**src/rtl/i2cm_pkg.sv**
```systemverilog
package i2cm_pkg;
  typedef enum logic [1:0] {BC_START, BC_STOP, BC_BIT} bit_cmd_e;

  typedef enum logic [3:0] {
    ST_IDLE, ST_ARM, ST_START, ST_ADDR, ST_WNEXT,
    ST_WDATA, ST_RDATA, ST_STOP, ST_HOLD
  } eng_state_e;

  localparam int CB_RD     = 0;
  localparam int CB_MASTER = 1;
  localparam int CB_NORM   = 2;
  localparam int CB_ACKEN  = 3;
  localparam int CB_HOLD   = 4;
  localparam int CB_MON    = 5;
  localparam int CB_CLR    = 6;
endpackage

```
**src/rtl/i2cm_fifo.sv**
```systemverilog
module i2cm_fifo #(
  parameter int WIDTH = 8,
  parameter int DEPTH = 16,
  localparam int AW = $clog2(DEPTH),
  localparam int CW = $clog2(DEPTH + 1)
) (
  input  logic             clk_i,
  input  logic             rst_ni,
  input  logic             clr_i,
  input  logic             push_i,
  input  logic [WIDTH-1:0] wdata_i,
  input  logic             pop_i,
  output logic [WIDTH-1:0] rdata_o,
  output logic [CW-1:0]    count_o,
  output logic             full_o,
  output logic             empty_o
);
  logic [WIDTH-1:0] mem [DEPTH];
  logic [AW-1:0] wptr, rptr;
  logic do_push, do_pop;

  assign full_o  = (count_o == CW'(DEPTH));
  assign empty_o = (count_o == '0);
  assign do_push = push_i && !full_o && !clr_i;
  assign do_pop  = pop_i && !empty_o && !clr_i;
  assign rdata_o = mem[rptr];

  function automatic logic [AW-1:0] nxt(input logic [AW-1:0] p);
    return (p == AW'(DEPTH - 1)) ? '0 : p + AW'(1);
  endfunction

  always_ff @(posedge clk_i) begin
    if (do_push) mem[wptr] <= wdata_i;
  end

  always_ff @(posedge clk_i or negedge rst_ni) begin
    if (!rst_ni) begin
      wptr <= '0; rptr <= '0; count_o <= '0;
    end else if (clr_i) begin
      wptr <= '0; rptr <= '0; count_o <= '0;
    end else begin
      if (do_push) wptr <= nxt(wptr);
      if (do_pop)  rptr <= nxt(rptr);
      if (do_push && !do_pop) count_o <= count_o + CW'(1);
      else if (do_pop && !do_push) count_o <= count_o - CW'(1);
    end
  end

  a_r8_clear_empties: assert property (@(posedge clk_i) disable iff (!rst_ni)
    clr_i |=> (count_o == '0));
  a_r12_full_blocks: assert property (@(posedge clk_i) disable iff (!rst_ni)
    (full_o && push_i && !pop_i && !clr_i) |=> $stable(count_o));
endmodule

```
**src/rtl/i2cm_bit_phy.sv**
```systemverilog
module i2cm_bit_phy
  import i2cm_pkg::*;
(
  input  logic     clk_i,
  input  logic     rst_ni,
  input  logic     tick_i,
  input  logic     go_i,
  input  bit_cmd_e cmd_i,
  input  logic     txb_i,
  input  logic     sda_i,
  output logic     busy_o,
  output logic     done_o,
  output logic     rxb_o,
  output logic     scl_oe_o,
  output logic     sda_oe_o
);
  logic [1:0] q;
  bit_cmd_e   cmd_q;
  logic       txb_q;

  always_ff @(posedge clk_i or negedge rst_ni) begin
    if (!rst_ni) begin
      busy_o <= 1'b0; done_o <= 1'b0; rxb_o <= 1'b1;
      scl_oe_o <= 1'b0; sda_oe_o <= 1'b0;
      q <= '0; cmd_q <= BC_STOP; txb_q <= 1'b1;
    end else begin
      done_o <= 1'b0;
      if (go_i && !busy_o) begin
        busy_o <= 1'b1; q <= '0; cmd_q <= cmd_i; txb_q <= txb_i;
      end else if (busy_o && tick_i) begin
        q <= q + 2'd1;
        unique case (cmd_q)
          BC_START: case (q)
            2'd0: sda_oe_o <= 1'b0;
            2'd1: scl_oe_o <= 1'b0;
            2'd2: sda_oe_o <= 1'b1;   // SDA falls with SCL high
            default: scl_oe_o <= 1'b1;
          endcase
          BC_STOP: case (q)
            2'd0: begin scl_oe_o <= 1'b1; sda_oe_o <= 1'b1; end
            2'd1: scl_oe_o <= 1'b0;
            2'd2: sda_oe_o <= 1'b0;   // SDA rises with SCL high
            default: ;
          endcase
          default: case (q)
            2'd0: begin scl_oe_o <= 1'b1; sda_oe_o <= ~txb_q; end
            2'd1: scl_oe_o <= 1'b0;
            2'd2: rxb_o <= sda_i;
            default: scl_oe_o <= 1'b1;
          endcase
        endcase
        if (q == 2'd3) begin
          busy_o <= 1'b0; done_o <= 1'b1;
        end
      end
    end
  end

  a_r11_sda_scl_low: assert property (@(posedge clk_i) disable iff (!rst_ni)
    (!scl_oe_o && !$past(scl_oe_o) && (sda_oe_o != $past(sda_oe_o)))
      |-> (cmd_q != BC_BIT));
endmodule

```
**src/rtl/i2cm_bus_mon.sv**
```systemverilog
module i2cm_bus_mon (
  input  logic clk_i,
  input  logic rst_ni,
  input  logic scl_i,
  input  logic sda_i,
  output logic busy_o
);
  logic scl_d, sda_d, start_seen, stop_seen;

  assign start_seen = scl_i && scl_d && sda_d && !sda_i;
  assign stop_seen  = scl_i && scl_d && !sda_d && sda_i;

  always_ff @(posedge clk_i or negedge rst_ni) begin
    if (!rst_ni) begin
      scl_d <= 1'b1; sda_d <= 1'b1; busy_o <= 1'b0;
    end else begin
      scl_d <= scl_i; sda_d <= sda_i;
      if (start_seen)     busy_o <= 1'b1;
      else if (stop_seen) busy_o <= 1'b0;
    end
  end

  a_r11_busy_on_start: assert property (@(posedge clk_i) disable iff (!rst_ni)
    start_seen |=> busy_o);
  a_r11_idle_on_stop: assert property (@(posedge clk_i) disable iff (!rst_ni)
    stop_seen |=> !busy_o);
endmodule

```
**src/rtl/i2cm_xfer_engine.sv**
```systemverilog
module i2cm_xfer_engine
  import i2cm_pkg::*;
#(
  parameter int FIFO_DEPTH = 16,
  parameter int SIZE_W     = 8,
  localparam int CW = $clog2(FIFO_DEPTH + 1)
) (
  input  logic              clk_i,
  input  logic              rst_ni,
  input  logic              tick_i,
  input  logic              ctrl_we_i,
  input  logic [6:0]        ctrl_i,
  input  logic              addr_we_i,
  input  logic [6:0]        addr_i,
  input  logic              size_we_i,
  input  logic [SIZE_W-1:0] size_i,
  input  logic              txd_we_i,
  input  logic [7:0]        txd_i,
  input  logic              rxd_re_i,
  output logic [7:0]        rxd_o,
  output logic [SIZE_W-1:0] size_o,
  output logic              rx_valid_o,
  output logic              tx_valid_o,
  output logic              rx_ovf_o,
  output logic              bus_busy_o,
  output logic              done_o,
  output logic              data_o,
  output logic              nack_o,
  input  logic              scl_i,
  input  logic              sda_i,
  output logic              scl_oe_o,
  output logic              sda_oe_o
);
  localparam logic [CW-1:0] THRESH_PRE = CW'(FIFO_DEPTH - 3);

  eng_state_e state;
  logic [5:0] ctrl_q;
  logic [6:0] addr_q;
  logic       rd_q, nacked, pend;
  logic [3:0] bitcnt;
  logic [7:0] sh;
  logic       fifo_clr;

  // bit layer handshake
  logic     go, phy_busy, phy_done, phy_rxb, need_cmd, txb;
  bit_cmd_e cmd;

  // fifo wiring
  logic          tx_pop, tx_full, tx_empty;
  logic [7:0]    tx_rdata;
  logic [CW-1:0] tx_count, rx_count;
  logic          rx_push, rx_full, rx_empty;

  logic start_ok, last_byte;
  assign fifo_clr  = ctrl_we_i && ctrl_i[CB_CLR];
  assign start_ok  = ctrl_q[CB_MASTER] && ctrl_q[CB_NORM] && !ctrl_q[CB_MON];
  assign last_byte = (size_o == SIZE_W'(1));

  always_comb begin
    need_cmd = 1'b1;
    cmd      = BC_BIT;
    txb      = 1'b1;
    unique case (state)
      ST_START: cmd = BC_START;
      ST_STOP:  cmd = BC_STOP;
      ST_ADDR, ST_WDATA: txb = (bitcnt == 4'd8) ? 1'b1 : sh[7];
      ST_RDATA: txb = (bitcnt == 4'd8) ? (last_byte || !ctrl_q[CB_ACKEN]) : 1'b1;
      default:  need_cmd = 1'b0;
    endcase
  end
  assign go = need_cmd && !pend && !phy_busy;

  assign tx_pop  = (state == ST_WNEXT) && !tx_empty;
  assign rx_push = phy_done && (state == ST_RDATA) && (bitcnt == 4'd8);

  always_ff @(posedge clk_i or negedge rst_ni) begin
    if (!rst_ni) begin
      state <= ST_IDLE; ctrl_q <= '0; addr_q <= '0; rd_q <= 1'b0;
      nacked <= 1'b0; pend <= 1'b0; bitcnt <= '0; sh <= '0;
      size_o <= '0; rx_ovf_o <= 1'b0;
      done_o <= 1'b0; data_o <= 1'b0; nack_o <= 1'b0;
    end else begin
      done_o <= 1'b0; data_o <= 1'b0; nack_o <= 1'b0;
      if (ctrl_we_i) ctrl_q <= ctrl_i[5:0];
      if (go) pend <= 1'b1;
      else if (phy_done) pend <= 1'b0;

      if (fifo_clr) rx_ovf_o <= 1'b0;
      else if (rx_push && rx_full) rx_ovf_o <= 1'b1;
      if (rx_push && rx_count == THRESH_PRE) data_o <= 1'b1;

      if (size_we_i && state != ST_RDATA) size_o <= size_i;

      unique case (state)
        ST_IDLE, ST_HOLD: begin
          if (addr_we_i && start_ok) begin
            addr_q <= addr_i; rd_q <= ctrl_q[CB_RD]; nacked <= 1'b0;
            state  <= ctrl_q[CB_RD] ? ST_ARM : ST_START;
          end else if (state == ST_HOLD && !ctrl_q[CB_HOLD]) begin
            state <= ST_STOP;
          end
        end
        ST_ARM: if (size_we_i && size_i != '0) state <= ST_START;
        ST_START: if (phy_done) begin
          state <= ST_ADDR; bitcnt <= '0; sh <= {addr_q, rd_q};
        end
        ST_ADDR, ST_WDATA: if (phy_done) begin
          if (bitcnt != 4'd8) begin
            sh <= {sh[6:0], 1'b0}; bitcnt <= bitcnt + 4'd1;
          end else if (phy_rxb) begin
            nack_o <= 1'b1; nacked <= 1'b1; state <= ST_STOP;
          end else if (state == ST_ADDR && rd_q) begin
            state <= ST_RDATA; bitcnt <= '0;
          end else begin
            state <= ST_WNEXT;
          end
        end
        ST_WNEXT: begin
          if (!tx_empty) begin
            sh <= tx_rdata; bitcnt <= '0; state <= ST_WDATA;
          end else if (ctrl_q[CB_HOLD]) begin
            done_o <= 1'b1; state <= ST_HOLD;
          end else begin
            state <= ST_STOP;
          end
        end
        ST_RDATA: if (phy_done) begin
          if (bitcnt != 4'd8) begin
            sh <= {sh[6:0], phy_rxb}; bitcnt <= bitcnt + 4'd1;
          end else begin
            size_o <= size_o - SIZE_W'(1);
            bitcnt <= '0;
            if (last_byte) begin
              if (ctrl_q[CB_HOLD]) begin
                done_o <= 1'b1; state <= ST_HOLD;
              end else begin
                state <= ST_STOP;
              end
            end
          end
        end
        ST_STOP: if (phy_done) begin
          if (!nacked) done_o <= 1'b1;
          state <= ST_IDLE;
        end
        default: state <= ST_IDLE;
      endcase
    end
  end

  i2cm_fifo #(.WIDTH(8), .DEPTH(FIFO_DEPTH)) u_txq (
    .clk_i, .rst_ni, .clr_i(fifo_clr),
    .push_i(txd_we_i), .wdata_i(txd_i), .pop_i(tx_pop), .rdata_o(tx_rdata),
    .count_o(tx_count), .full_o(tx_full), .empty_o(tx_empty)
  );

  i2cm_fifo #(.WIDTH(8), .DEPTH(FIFO_DEPTH)) u_rxq (
    .clk_i, .rst_ni, .clr_i(fifo_clr),
    .push_i(rx_push), .wdata_i(sh), .pop_i(rxd_re_i), .rdata_o(rxd_o),
    .count_o(rx_count), .full_o(rx_full), .empty_o(rx_empty)
  );

  i2cm_bit_phy u_phy (
    .clk_i, .rst_ni, .tick_i, .go_i(go), .cmd_i(cmd), .txb_i(txb), .sda_i,
    .busy_o(phy_busy), .done_o(phy_done), .rxb_o(phy_rxb),
    .scl_oe_o, .sda_oe_o
  );

  i2cm_bus_mon u_mon (
    .clk_i, .rst_ni, .scl_i, .sda_i, .busy_o(bus_busy_o)
  );

  assign rx_valid_o = !rx_empty;
  assign tx_valid_o = !tx_empty;

  logic unused_ok;
  assign unused_ok = ^{tx_count, tx_full};

  a_r6_nack_excl_done: assert property (@(posedge clk_i) disable iff (!rst_ni)
    nack_o |-> !done_o);
  a_r4_size_no_rise: assert property (@(posedge clk_i) disable iff (!rst_ni)
    !size_we_i |=> (size_o <= $past(size_o)));
  a_r7_hold_scl_low: assert property (@(posedge clk_i) disable iff (!rst_ni)
    (state == ST_HOLD) |-> scl_oe_o);
  a_r3_ignored_idle: assert property (@(posedge clk_i) disable iff (!rst_ni)
    (state == ST_IDLE && addr_we_i && !start_ok) |=> (state == ST_IDLE));
endmodule

```
**config.mk**
```make
export PLATFORM = sky130hd
export DESIGN_NAME = i2cm_xfer_engine
export DESIGN_NICKNAME = d
export VERILOG_FILES = /design/src/rtl/i2cm_pkg.sv /design/src/rtl/i2cm_fifo.sv /design/src/rtl/i2cm_bit_phy.sv /design/src/rtl/i2cm_bus_mon.sv /design/src/rtl/i2cm_xfer_engine.sv
export SDC_FILE = /design/constraint.sdc
export NUM_CORES = 1
export LEC_CHECK = 0
export BUFFER_PORTS_ARGS = -buffer_cell sky130_fd_sc_hd__buf_2
export CORE_AREA = 5 5 170 172
export CTS_CLUSTER_SIZE = 30
export DETAILED_ROUTE_END_ITERATION = 12
export DIE_AREA = 0 0 175 177
export PLACE_DENSITY_LB_ADDON = 0.1
export SLEW_MARGIN = 20
export SYNTH_ARGS = -nofsm -noshare
export SYNTH_HDL_FRONTEND = slang
export SYNTH_SLANG_ARGS = --single-unit
```
**constraint.sdc**
```tcl
create_clock -name clk_i -period 7.3 [get_ports clk_i]
set_clock_uncertainty 0.2 [all_clocks]
set_input_delay 1.46 -clock clk_i [delete_from_list [all_inputs] [get_ports clk_i]]
set_output_delay 1.46 -clock clk_i [all_outputs]
set_load 0.05 [all_outputs]
```
Yosys cells after proc, flatten, opt, wreduce, memory -nomap -nowiden
Memory sizes are Yosys's and may differ from the RTL's.
Index checks and enable logic that the tools add are counted.
{"block": "totals", "regBits": 83, "latchBits": 0, "ram_bits": 256, "mem_bits_ro": 0, "inputBits": 40, "output_inout_bits": 25, "wordCells": 277, "mem_count": 2}
{"block": "classes", "addsub": 11, "mul": 0, "div_mod_pow": 0, "order_cmp": 0, "n_eq_ne": 44, "shift": 0, "mux": 102, "bitwise_logic": 3, "reduce_logical": 85}
{"memory": "u_rxq.mem", "depth": 16, "word_bits": 8, "read_ports": 1, "rd_ports_with_merged_regs": 0, "write_ports": 1, "line_no": "i2cm_fifo.sv:18", "source": "logic [WIDTH-1:0] mem [DEPTH];"}
{"memory": "u_txq.mem", "depth": 16, "word_bits": 8, "read_ports": 1, "rd_ports_with_merged_regs": 0, "write_ports": 1, "line_no": "i2cm_fifo.sv:18"}
{"op": "4-bit 2-to-1 mux", "count": 31}
{"op": "8-bit 2-to-1 mux", "count": 10}
{"op": "1-bit 2-to-1 mux", "count": 36}
{"op": "1-bit logical AND", "count": 34}
{"op": "8-bit one-hot mux with 4 select lines", "count": 1}
{"op": "5-bit 2-to-1 mux", "count": 6}
{"op": "4-bit one-hot mux with 7 select lines", "count": 1}
{"op": "4-bit == test (second input constant)", "count": 6}
{"op": "4-bit by 1-bit adder with 4-bit output (second input constant)", "count": 5}
{"op": "2-bit nonzero test", "count": 10}
{"op": "1-bit one-hot mux with 2 select lines", "count": 9}
{"op": "4-bit by 3-bit == test with 1-bit output (second input constant)", "count": 4}
{"op": "1-bit zero test", "count": 16}
{"op": "2-bit != test (second input constant)", "count": 8}
{"op": "4-bit one-hot mux with 4 select lines", "count": 1}
{"op": "5-bit AND reduction", "count": 3}
{"op": "7-bit AND reduction", "count": 2}
{"op": "2-bit by 1-bit != test with 1-bit output (second input constant)", "count": 6}
{"op": "5-bit by 1-bit adder with 5-bit output (second input constant)", "count": 2}
{"op": "5-bit == test (second input constant)", "count": 2}
{"op": "5-bit zero test", "count": 2}
{"op": "2-bit 2-to-1 mux", "count": 5}
{"op": "5-bit by 1-bit subtractor with 5-bit output (second input constant)", "count": 2}
{"op": "3-bit by 2-bit != test with 1-bit output (second input constant)", "count": 3}
{"op": "26 further kinds", "count": 40}

Logic depth before layout (Yosys ltp)
Gate-level depths: netlist of run 1.
{"block": "logic_depth", "ltp_word": 10, "depth_mapped": 12, "ltp_nobuf": 12}

Hierarchy
A second synthesis of run 1 with hierarchy kept.
{"block": "hier_totals", "hier_cells": 1025, "hier_area_um2": 15142.0}
{"module": "i2cm_fifo at u_rxq", "instances": 1, "cells_each": 361, "area_per_inst_um2": 6008.3, "seq_area_each_um2": 4169.0}
{"module": "i2cm_fifo at u_txq", "instances": 1, "cells_each": 357, "area_per_inst_um2": 5965.7, "seq_area_each_um2": 4169.0}
{"module": "i2cm_xfer_engine", "instances": 1, "cells_each": 254, "area_per_inst_um2": 2551.2, "seq_area_each_um2": 1101.1}
{"module": "i2cm_bit_phy", "instances": 1, "cells_each": 46, "area_per_inst_um2": 505.5, "seq_area_each_um2": 254.0}
{"module": "i2cm_bus_mon", "instances": 1, "cells_each": 7, "area_per_inst_um2": 111.4, "seq_area_each_um2": 77.6}

Worst setup path after synthesis of run 1
OpenSTA, ideal clock, no wires.
{"block": "synth_timing", "path_type": "input port to flip-flop", "start": "input ctrl_we_i", "end": "register u_rxq.count_o[4]", "setup_time_ns": 0.135, "t_arrival_ns": 3.325, "slack_ns": 3.640, "path_stages": 10, "path_cell_list": "clkbuf_1 > nand2_1 > and2_1 > nand2_1 > fa_1 > a21o_1 > a21oi_1 > nor3b_1 > o21a_1 > nor3_1"}
{"block": "synth_between", "elab_chain_len": 7, "word_cells_on_any_way": 11}
{"element": "from (decl)", "line_no": "i2cm_xfer_engine.sv:11", "source": "input logic ctrl_we_i,"}
{"element": "1-bit logical AND *", "line_no": "i2cm_xfer_engine.sv:55", "source": "assign fifo_clr = ctrl_we_i && ctrl_i[CB_CLR];"}
{"element": "1-bit zero test", "line_no": "i2cm_fifo.sv:24, i2cm_fifo.sv:25"}
{"element": "1-bit logical AND", "line_no": "i2cm_fifo.sv:25", "source": "assign do_pop = pop_i && !empty_o && !clr_i;"}
{"element": "1-bit zero test", "line_no": "i2cm_fifo.sv:44", "source": "if (do_push && !do_pop) count_o <= count_o + CW'(1);"}
{"element": "1-bit logical AND", "line_no": "i2cm_fifo.sv:44"}
{"element": "5-bit 2-to-1 mux", "line_no": "i2cm_fifo.sv:44"}
{"element": "5-bit 2-to-1 mux", "line_no": "i2cm_fifo.sv:39", "source": "end else if (clr_i) begin"}
{"element": "to (signal assigned)", "line_no": "i2cm_fifo.sv:44"}
{"element": "to (signal assigned)", "line_no": "i2cm_fifo.sv:45", "source": "else if (do_pop && !do_push) count_o <= count_o - CW'(1);"}
{"element": "to (decl)", "line_no": "i2cm_fifo.sv:14", "source": "output logic [CW-1:0] count_o,"}
Mark *: on every way between the ends. The rest lies on a longest branch, timed or not.
A chain may end at the register's enable or synchronous reset.

Final worst setup path of run 1
{"block": "layout_timing", "start": "register u_rxq.rptr[0]", "end": "output rxd_o[1]"}
{"block": "layout_between", "elab_chain_len": 1}
{"element": "from (decl)", "line_no": "i2cm_fifo.sv:19", "source": "logic [AW-1:0] wptr, rptr;"}
{"element": "from (signal assigned)", "line_no": "i2cm_fifo.sv:43", "source": "if (do_pop) rptr <= nxt(rptr);"}
{"element": "memory read 16 x 8 bit"}
{"element": "to (decl)", "line_no": "i2cm_xfer_engine.sv:20", "source": "output logic [7:0] rxd_o,"}
Every way passes these cells.

==> results of run 1 <==
-- registers in the layout, summed over array words and instances, names as in the netlist, 5 cells and up --
register,count
u_rxq.mem,128
u_txq.mem,128
sh,8
size_o,8
addr_q,7
ctrl_q,6
u_rxq.count_o,5
u_txq.count_o,5
-- logic make-up after synthesis --
| kind of cell | after synthesis |
|---|---|
| AOI/OAI and AO/OA | 172 |
| adders and majority gates | 27 |
| muxes | 102 |
| xor gates and xnor gates | 14 |
| and+or+nand+nor | 238 |
| DFF | 339 |
| buffers and inverters | 70 |
-- layer usage --
layer  GRT usage  vias to the layer above  wire length (um)
met1       0.277                     4186             13200
met2       0.338                      200             14900
met5           0                        -                 0
met4      0.0429                        0               538
li1            -                     3898                 -
met3      0.0308                       45              1460
-- worst max-delay path: cells and delay by family, from the launching register on --
family	cells	cell delay, ns
AO/OA/AOI/OAI	3	0.43
buffers and inverters	2	0.79
flip-flops	1	0.78
multiplexers	1	0.39
AND/OR/NAND/NOR	1	0.10
-- power breakdown --
group | total [mW] | leakage [nW] | switching, mW | internal [mW]
clock | 1.74 | 0.543 | 0.708 | 1.03
sequential | 2.75 | 3.34 | 0.371 | 2.38
combinational | 1.62 | 1.92 | 0.936 | 0.688
total | 6.11 | 5.80 | 2.02 | 4.09
-- worst paths after layout --
| check | cells after the start | end | startpoint |
|---|---|---|---|
| worst min register to register | 2 | u_phy.txb_q | u_phy.txb_q |
| min in group asynchronous | 1 | ctrl_q[4] | rst_ni |
| worst max register to register | 10 | u_rxq.count_o[4] | state[1] |
| worst min-delay path | 2 | u_phy.txb_q | u_phy.txb_q |
| max in group asynchronous | 2 | u_rxq.rptr[0] | rst_ni |
| worst max-delay path | 7 | rxd_o[1] | u_rxq.rptr[0] |
-- metrics by stage --
stage | util | worst slack, ns | power (mW) | cells | instance area (um2)
after floorplan | - | 3.64 | 3.98 | 962 | 14600
final | 0.601 | 2.62 | 6.11 | 1404 | 16400
after global placement | 0.561 | 3.01 | 4.39 | 1344 | 15300
after global routing | 0.601 | 2.36 | 6.46 | 1404 | 16400
after CTS | 0.601 | 2.59 | 6.16 | 1404 | 16400
after detailed placement | 0.561 | 3.14 | 4.42 | 1344 | 15300
-- cells in the final DEF, fill, tap and decap left out, types with 19 or more instances in the layout --
cell type,netlist,final
edfxtp_1,256,256
dfrtp_1,78,76
nand2_1,64,64
buf_2,15,63
nor2_1,59,59
mux4_2,48,48
o21ai_0,37,37
clkbuf_16,0,35
mux2i_1,30,30
a21oi_1,29,29
inv_1,26,26
ha_1,25,25
nor3_1,24,24
mux2_2,24,24
nand3_1,23,23
a22oi_1,19,19
-- cell type report --
type,instances,area [um2]
tap,346,433
multi-input combinational,553,4570
clock inverter,17,205
clock buffer,43,906
inverter,26,97.6
sequential,339,9770
timing repair buffer,80,443
fill,2095,10900
==> results.json, run 1 <==
{
  "die_w_um": 175,
  "io_pins": 65,
  "post_cts_resized": 0,
  "min_period_ns": 4.68,
  "synth_top_area_frac": 0.525,
  "gp_congestion": 0.827,
  "slowest_stage": "dfrtp_2",
  "power_density_mw_per_mm2": 372,
  "first_pass_iters": 6,
  "cp.arrival_ns": 3.02,
  "chipHeight_um": 177,
  "synth_compound_area_frac": 0.0837,
  "clkSlewWorstSetupHoldPaths_ns": 0.06,
  "max_freq_ghz": 0.214,
  "cts_max_path_buffers": 3,
  "ctsHtreeMaxLevel": 2,
  "vias": 8329,
  "grt_max_degree": 71,
  "syn_avg_cell_area_um2": 15.2,
  "status": "finished clean",
  "grt_use_total": 0.199,
  "p_leak_nw": 5.80,
  "clock_latency_ns": 0.51,
  "drc_errors": 0,
  "cap_violations": 0,
  "grt_overflow": 0,
  "rsz0062_at_grt": "no",
  "slew_violations": 0,
  "wl_per_cell_um": 21.4,
  "core_mm2": 0.0273,
  "synthSimpleGateAreaFrac": 0.0832,
  "initial_utilization": 0.536,
  "via_per_inst": 5.93,
  "tns_ns": 0,
  "synthesis.area_mm2": 0.0146,
  "synthCells": 962,
  "synth_commonest_cells": "edfxtp_1, dfrtp_1, nand2_1",
  "yosysTopAreaCell": "edfxtp_1",
  "grt_antenna_before_repair": 0,
  "syn_nets": 1029,
  "synth_seq_area_share": 0.667,
  "nNetsFinal": 1102,
  "cp.required_ns": 5.64,
  "drive_above_1_share": 0.220,
  "peakVddDrop_mv": 0.222,
  "row_count": 61,
  "cts_sinks": 339,
  "ys_seq_elements": 339,
  "cts_hold_buffers": 0,
  "yosysUniqueCellTypes": 71,
  "post_cts_buffers": 0,
  "synth-edff-count": 256,
  "cts_made_buffers": 35,
  "slowest_delay_ns": 0.78,
  "period_share": 0.641,
  "grt_pass1_vias": 8412,
  "reg2reg_slack_ns": 3.44,
  "ys_async_sr_fraction": 0.245,
  "end_kind": "output pin",
  "root_buffer": "clkbuf_16",
  "synth_fa_ha_area_frac": 0.0241,
  "worstPathCellList": "buf_4, mux2_2, o21ai_0, a21oi_1, a22oi_1, nand2_1, buf_2",
  "path_class": "reg2out",
  "die_area_mm2": 0.0310,
  "cts_tree": "done",
  "synth_area_leaders": "edfxtp_1, dfrtp_1, mux4_2",
  "critical_path.max_fanout": 32,
  "grt_pass1_wl_mm": 47.8,
  "yosys_warnings": 0,
  "setup-violations-final": 0,
  "cp-start-kind": "flip-flop",
  "muxShareOfSynthArea": 0.113,
  "holdWs_ns": 0.285,
  "hpwl_mm": 20.0,
  "finalWirelength_mm": 30.1,
  "area_growth_pct": 12.2,
  "synth.most_common_cell": "edfxtp_1",
  "synth_ff_type": "edfxtp_1",
  "max_slew_margin": 0.309,
  "hold_path_class": "reg2reg",
  "drtAntennaViolNets": 0,
  "synth_top_family_by_area": "multiplexers",
  "worst_slew_pin_slew_ns": 1.03,
  "drtIter0Drc": 605,
  "synth-xor-area-share": 0.00837,
  "final_hold_viol_count": 0,
  "antenna_cells": 0,
  "io_buffers": 64
}
Note: power is estimated with default switching activity, not from simulation.
==> run 2, diff against run 1 <==
--- a/config.mk
+++ b/config.mk
@@ -5,11 +5,12 @@
 export SDC_FILE = /design/constraint.sdc
 export NUM_CORES = 1
 export LEC_CHECK = 0
+export ABC_AREA = 1
 export BUFFER_PORTS_ARGS = -buffer_cell sky130_fd_sc_hd__buf_2
-export CORE_AREA = 5 5 170 172
+export CORE_AREA = 5 5 173 175
 export CTS_CLUSTER_SIZE = 30
 export DETAILED_ROUTE_END_ITERATION = 12
-export DIE_AREA = 0 0 175 177
+export DIE_AREA = 0 0 178 180
 export PLACE_DENSITY_LB_ADDON = 0.1
 export SLEW_MARGIN = 20
 export SYNTH_ARGS = -nofsm -noshare
==> constraint.sdc (replaced) <==
create_clock -name clk_i -period 4.2 [get_ports clk_i]
set_clock_uncertainty 0.2 [all_clocks]
set_input_delay 0.84 -clock clk_i [delete_from_list [all_inputs] [get_ports clk_i]]
set_output_delay 0.84 -clock clk_i [all_outputs]
set_load 0.05 [all_outputs]
==> run 2 against run 1 <==
- non-clock buffer count decreased by 1
- global-route usage rose by 2.4 points
- core utilization increased by 0.53 points
- register-to-register slack worse by 2.5 ns
- synthesized area rose by 4.2%
- sequential power increased by 71%
- critical path depth down 1
- power is 94% higher
- count of clock-buffer cells in the layout grew 4
- die area grew 3.4%
- highest routed layer is now met5
==> results.json, run 2 <==
{
  "cts_tree": "done",
  "synth_commonest_cells": "nand2_1, edfxtp_1, nor2_1",
  "via_per_inst": 5.45,
  "p_leak_nw": 6.91,
  "final.fill_count": 2356,
  "die_area_mm2": 0.0320,
  "row_count": 62,
  "cp-start-kind": "flip-flop",
  "period_share": 0.882,
  "final_hold_viol_count": 0,
  "synthCells": 1496,
  "synth_area_leaders": "edfxtp_1, dfrtp_1, nand2_1",
  "tns_ns": 0,
  "synth.most_common_cell": "nand2_1",
  "core_mm2": 0.0283,
  "drive_above_1_share": 0.117,
  "io_pins": 65,
  "initial_utilization": 0.539,
  "setup-violations-final": 0,
  "path_class": "reg2out",
  "cap_violations": 0,
  "hold_path_class": "in2async",
  "io_buffers": 64,
  "mostFrequentLayoutCell": "nand2_1",
  "antenna_cells": 0,
  "yosysUniqueCellTypes": 47,
  "synth_fa_ha_area_frac": 0.0231,
  "ys_async_sr_fraction": 0.245,
  "grt_max_degree": 47,
  "max_slew_margin": 0.385,
  "cts_max_path_buffers": 3,
  "grt_use_total": 0.223,
  "muxShareOfSynthArea": 0.00353,
  "power_density_mw_per_mm2": 691,
  "post_cts_resized": 0,
  "root_buffer": "clkbuf_16",
  "area_growth_pct": 12.6,
  "synth_top_family_by_area": "simple AND/OR/NAND/NOR gates",
  "yosysTopAreaCell": "edfxtp_1",
  "clkSlewWorstSetupHoldPaths_ns": 0.07,
  "fin_area_mm2": 0.0172,
  "cts_made_buffers": 37,
  "synth_ff_type": "edfxtp_1",
  "synth-edff-count": 256,
  "wl_per_cell_um": 18.2,
  "die_w_um": 178,
  "critical_path.max_fanout": 39,
  "syn_avg_cell_area_um2": 10.2,
  "first_pass_iters": 7,
  "yosys_warnings": 0,
  "chipHeight_um": 180,
  "cp.required_ns": 3.16,
  "rsz0062_at_grt": "no",
  "min_period_ns": 3.70,
  "synth_compound_area_frac": 0.0813,
  "synth-xor-area-share": 0.00689,
  "gp_congestion": 0.894,
  "end_kind": "output pin",
  "syn_nets": 1563,
  "grt_overflow": 0,
  "finalWirelength_mm": 35.8,
  "synthesis.area_mm2": 0.0153,
  "drtIter0Drc": 824,
  "ys_seq_elements": 339,
  "slew_violations": 0,
  "grt_pass1_wl_mm": 56.6,
  "vias": 10800,
  "cts_sinks": 339,
  "drtAntennaViolNets": 0,
  "status": "finished clean",
  "final_cell_mix": "nand2_1, edfxtp_1, nor2_1, nand3_1, inv_1",
  "synth_top_area_frac": 0.504,
  "nNetsFinal": 1628,
  "peakVddDrop_mv": 0.393,
  "worst_slew_pin_slew_ns": 0.919,
  "clock_latency_ns": 0.52,
  "synthSimpleGateAreaFrac": 0.197,
  "post_cts_buffers": 0,
  "reg_top3": "u_rxq.mem: 128 flops, u_txq.mem: 128 flops",
  "hpwl_mm": 23.9,
  "cp.arrival_ns": 2.66,
  "place_area_mm2": 0.0159,
  "grt_pass1_vias": 10500,
  "drc_errors": 0,
  "cts_hold_buffers": 0,
  "max_freq_ghz": 0.270,
  "ctsHtreeMaxLevel": 2,
  "synth_seq_area_share": 0.641,
  "grt_antenna_before_repair": 1
}
run 2: critical path: stages (launching register included):
cell       delay (ns)
dfrtp_2          0.71
buf_4            0.43
o21ai_0          0.15
o211ai_1         0.21
o2111ai_1        0.18
o21ai_0          0.15
buf_2            0.31
run 2: power breakdown:
group	total (mW)	switching [mW]	internal, mW
registers	4.70	0.562	4.14
logic	3.89	2.72	1.16
clock network	3.28	1.31	1.97
total	11.9	4.59	7.27
run 2: stage by stage:
step                setup slack (ns)  std cells  utilization  hold slack, ns  power [mW]
finish                         0.495       1974        0.607          0.0550        11.9
global route                   0.303       1974        0.607          0.0802        12.6
CTS                            0.487       1974        0.607          0.0571        11.9
detailed placement             0.922       1906        0.563           0.265        8.65
global placement               0.990       1906        0.563           0.263        8.59
floorplan                      0.916       1496            -           0.243        7.51
run 2: logic make-up after synthesis:
family,count (synthesis)
adders and majority gates,27
DFF,339
muxes,5
AOI/OAI and AO/OA,217
xor gates and xnor gates,12
and+or+nand+nor,713
buffers and inverters,183
run 2: final timing paths:
check	from	to	slack (ns)	cells after the start
min in group clk_i	scl_i	u_mon.scl_d	0.23	1
setup reg to reg	bitcnt[0]	u_rxq.count_o[4]	0.94	15
max in group asynchronous	rst_ni	u_mon.sda_d	2.89	2
hold reg to reg	addr_q[1]	addr_q[1]	0.28	2
hold / removal	rst_ni	size_o[4]	0.05	1
setup / recovery	u_rxq.rptr[0]	rxd_o[6]	0.50	6
run 2: layout make-up:
class | count | area, um2 | area share
flip-flops and latches | 339 | 9770 | 0.569
multi-input cells | 974 | 4760 | 0.277
clock buffers | 47 | 1020 | 0.0591
inverters | 130 | 488 | 0.0284
well taps | 384 | 480 | 0.0280
repair buffers | 79 | 435 | 0.0253
clock inverters | 21 | 221 | 0.0129
run 2: layer usage:
metal | GRT usage | up-vias | routed length, um
met5 | 0 | - | 13
met4 | 0.0687 | 2 | 1050
met3 | 0.0300 | 80 | 1940
met2 | 0.372 | 361 | 17900
met1 | 0.306 | 5098 | 14900
li1 | - | 5223 | -
==> run 3, diff against run 2 <==
--- a/config.mk
+++ b/config.mk
@@ -7,12 +7,11 @@
 export LEC_CHECK = 0
 export ABC_AREA = 1
 export BUFFER_PORTS_ARGS = -buffer_cell sky130_fd_sc_hd__buf_2
-export CORE_AREA = 5 5 173 175
+export CORE_AREA = 5 5 215 217
 export CTS_CLUSTER_SIZE = 30
 export DETAILED_ROUTE_END_ITERATION = 12
-export DIE_AREA = 0 0 178 180
+export DIE_AREA = 0 0 220 222
 export PLACE_DENSITY_LB_ADDON = 0.1
-export SLEW_MARGIN = 20
 export SYNTH_ARGS = -nofsm -noshare
 export SYNTH_HDL_FRONTEND = slang
 export SYNTH_SLANG_ARGS = --single-unit
==> run 3 against run 2 <==
- worst setup slack got worse by 0.13 ns
- critical path depth increased by 1
- flip-flop and latch count unchanged
- final cell count increased by 11%
- sequential power about the same
- non-clock buffer count increased by 8
- count of clock-buffer cells in the layout increased by 4
- via count decreased by 1.1%
- largest cell class unchanged
==> results.json, run 3 (same netlist as run 2, synthesis figures left out) <==
{
  "antenna_cells": 0,
  "hpwl_mm": 26.2,
  "tns_ns": 0,
  "pre_cts_ws_ns": 0.848,
  "cts_hold_buffers": 0,
  "cp.required_ns": 3.16,
  "critical_path.max_fanout": 29,
  "cap_violations": 0,
  "setup-violations-final": 0,
  "vias": 10600,
  "cts_sinks": 339,
  "end_kind": "output pin",
  "r2r-end": "u_rxq.count_o[4]",
  "nNetsFinal": 1639,
  "die_w_um": 220,
  "final_hold_viol_count": 0,
  "drive_above_1_share": 0.120,
  "grt_antenna_before_repair": 0,
  "rsz0062_at_grt": "no",
  "grt_pass1_wl_mm": 62.2,
  "r2r_start": "bitcnt[0]",
  "ctsHtreeMaxLevel": 2,
  "first_pass_iters": 7,
  "core_mm2": 0.0439,
  "mostFrequentLayoutCell": "nand2_1",
  "slew_violations": 0,
  "grt_pass1_vias": 10700,
  "setup_ws_ns": 0.369,
  "max_freq_ghz": 0.261,
  "cts_made_buffers": 40,
  "via_per_inst": 4.85,
  "power_density_mw_per_mm2": 686,
  "worst_slew_pin_slew_ns": 0.906,
  "max_slew_margin": 0.394,
  "die_area_mm2": 0.0488,
  "reg_top3": "u_rxq.mem: 128 flops, u_txq.mem: 128 flops",
  "chipHeight_um": 222,
  "root_buffer": "clkbuf_16",
  "final_cell_mix": "nand2_1, edfxtp_1, nor2_1, nand3_1, inv_1",
  "area_growth_pct": 14.9,
  "multi_input_area_mm2": 0.00476,
  "cp-start-kind": "flip-flop",
  "grt_max_degree": 66,
  "cts_max_path_buffers": 3,
  "post_cts_buffers": 0,
  "grt_overflow": 0,
  "path_class": "reg2out",
  "gp_congestion": 0.805,
  "grt_use_total": 0.162,
  "seq_area_mm2": 0.00977,
  "drtAntennaViolNets": 0,
  "final.fill_count": 4437,
  "p_leak_nw": 6.96,
  "wl_per_cell_um": 18.0,
  "row_count": 77,
  "reg2reg_depth": 15,
  "period_share": 0.912,
  "io_buffers": 64,
  "drtIter0Drc": 717,
  "clkSlewWorstSetupHoldPaths_ns": 0.06,
  "hold_path_class": "in2async",
  "cts_tree": "done",
  "drc_errors": 0,
  "post_cts_resized": 0,
  "clock_latency_ns": 0.55,
  "finalWirelength_mm": 39.6,
  "cp.arrival_ns": 2.79,
  "reg2reg_slack_ns": 0.86,
  "peakVddDrop_mv": 0.345,
  "min_period_ns": 3.83,
  "initial_utilization": 0.347,
  "io_pins": 65,
  "status": "finished clean"
}
run 3: stage by stage:
step	cells	area, um2	power [mW]	utilization	hold WS, ns
3_5_place_dp	2122	16300	8.79	0.370	0.264
5_1_grt	2196	17500	12.9	0.399	0.175
3_3_place_gp	2122	16300	8.78	0.370	0.261
2_1_floorplan	1496	15300	7.51	-	0.243
4_1_cts	2196	17500	12.2	0.399	0.169
6_report	2196	17500	12.0	0.399	0.201
run 3: worst max-delay path, cell delays in order (launching register included):
cell and delay (ns):
dfrtp_2 0.57, inv_2 0.36, buf_4 0.40, nand2_1 0.09, a21oi_1 0.14, o31ai_1 0.08
o21ai_0 0.27, buf_2 0.33
run 3: final cells by class:
| class | instances | area share |
|---|---|---|
| sequential | 339 | 0.558 |
| multi-input combinational | 974 | 0.272 |
| clock buffer | 51 | 0.0595 |
| tap | 592 | 0.0423 |
| timing repair buffer | 87 | 0.0283 |
| inverter | 130 | 0.0278 |
| clock inverter | 23 | 0.0126 |
run 3: worst max path at each step:
stage / startpoint / to / depth (start not counted)
2_1_floorplan: u_rxq.rptr[0] / rxd_o[2] / 7
3_3_place_gp: ctrl_we_i / u_txq.mem[10][0] / 6
3_5_place_dp: ctrl_we_i / u_txq.mem[10][0] / 6
4_1_cts: u_rxq.rptr[0] / rxd_o[0] / 7
5_1_grt: u_rxq.rptr[0] / rxd_o[0] / 9
6_report: u_rxq.rptr[0] / rxd_o[0] / 7
run 3: layer usage:
metal | GRT usage | up-vias | wire length, um
met1 | 0.230 | 5198 | 18600
met3 | 0.0239 | 50 | 1210
met4 | 0.0435 | 0 | 810
li1 | - | 5243 | -
met5 | 0 | - | 0
met2 | 0.262 | 150 | 18900
run 3: power breakdown:
part / switching (mW) / internal [mW]
sequential: 0.550 / 4.14
clock: 1.39 / 1.96
combinational: 2.80 / 1.17
total: 4.75 / 7.27
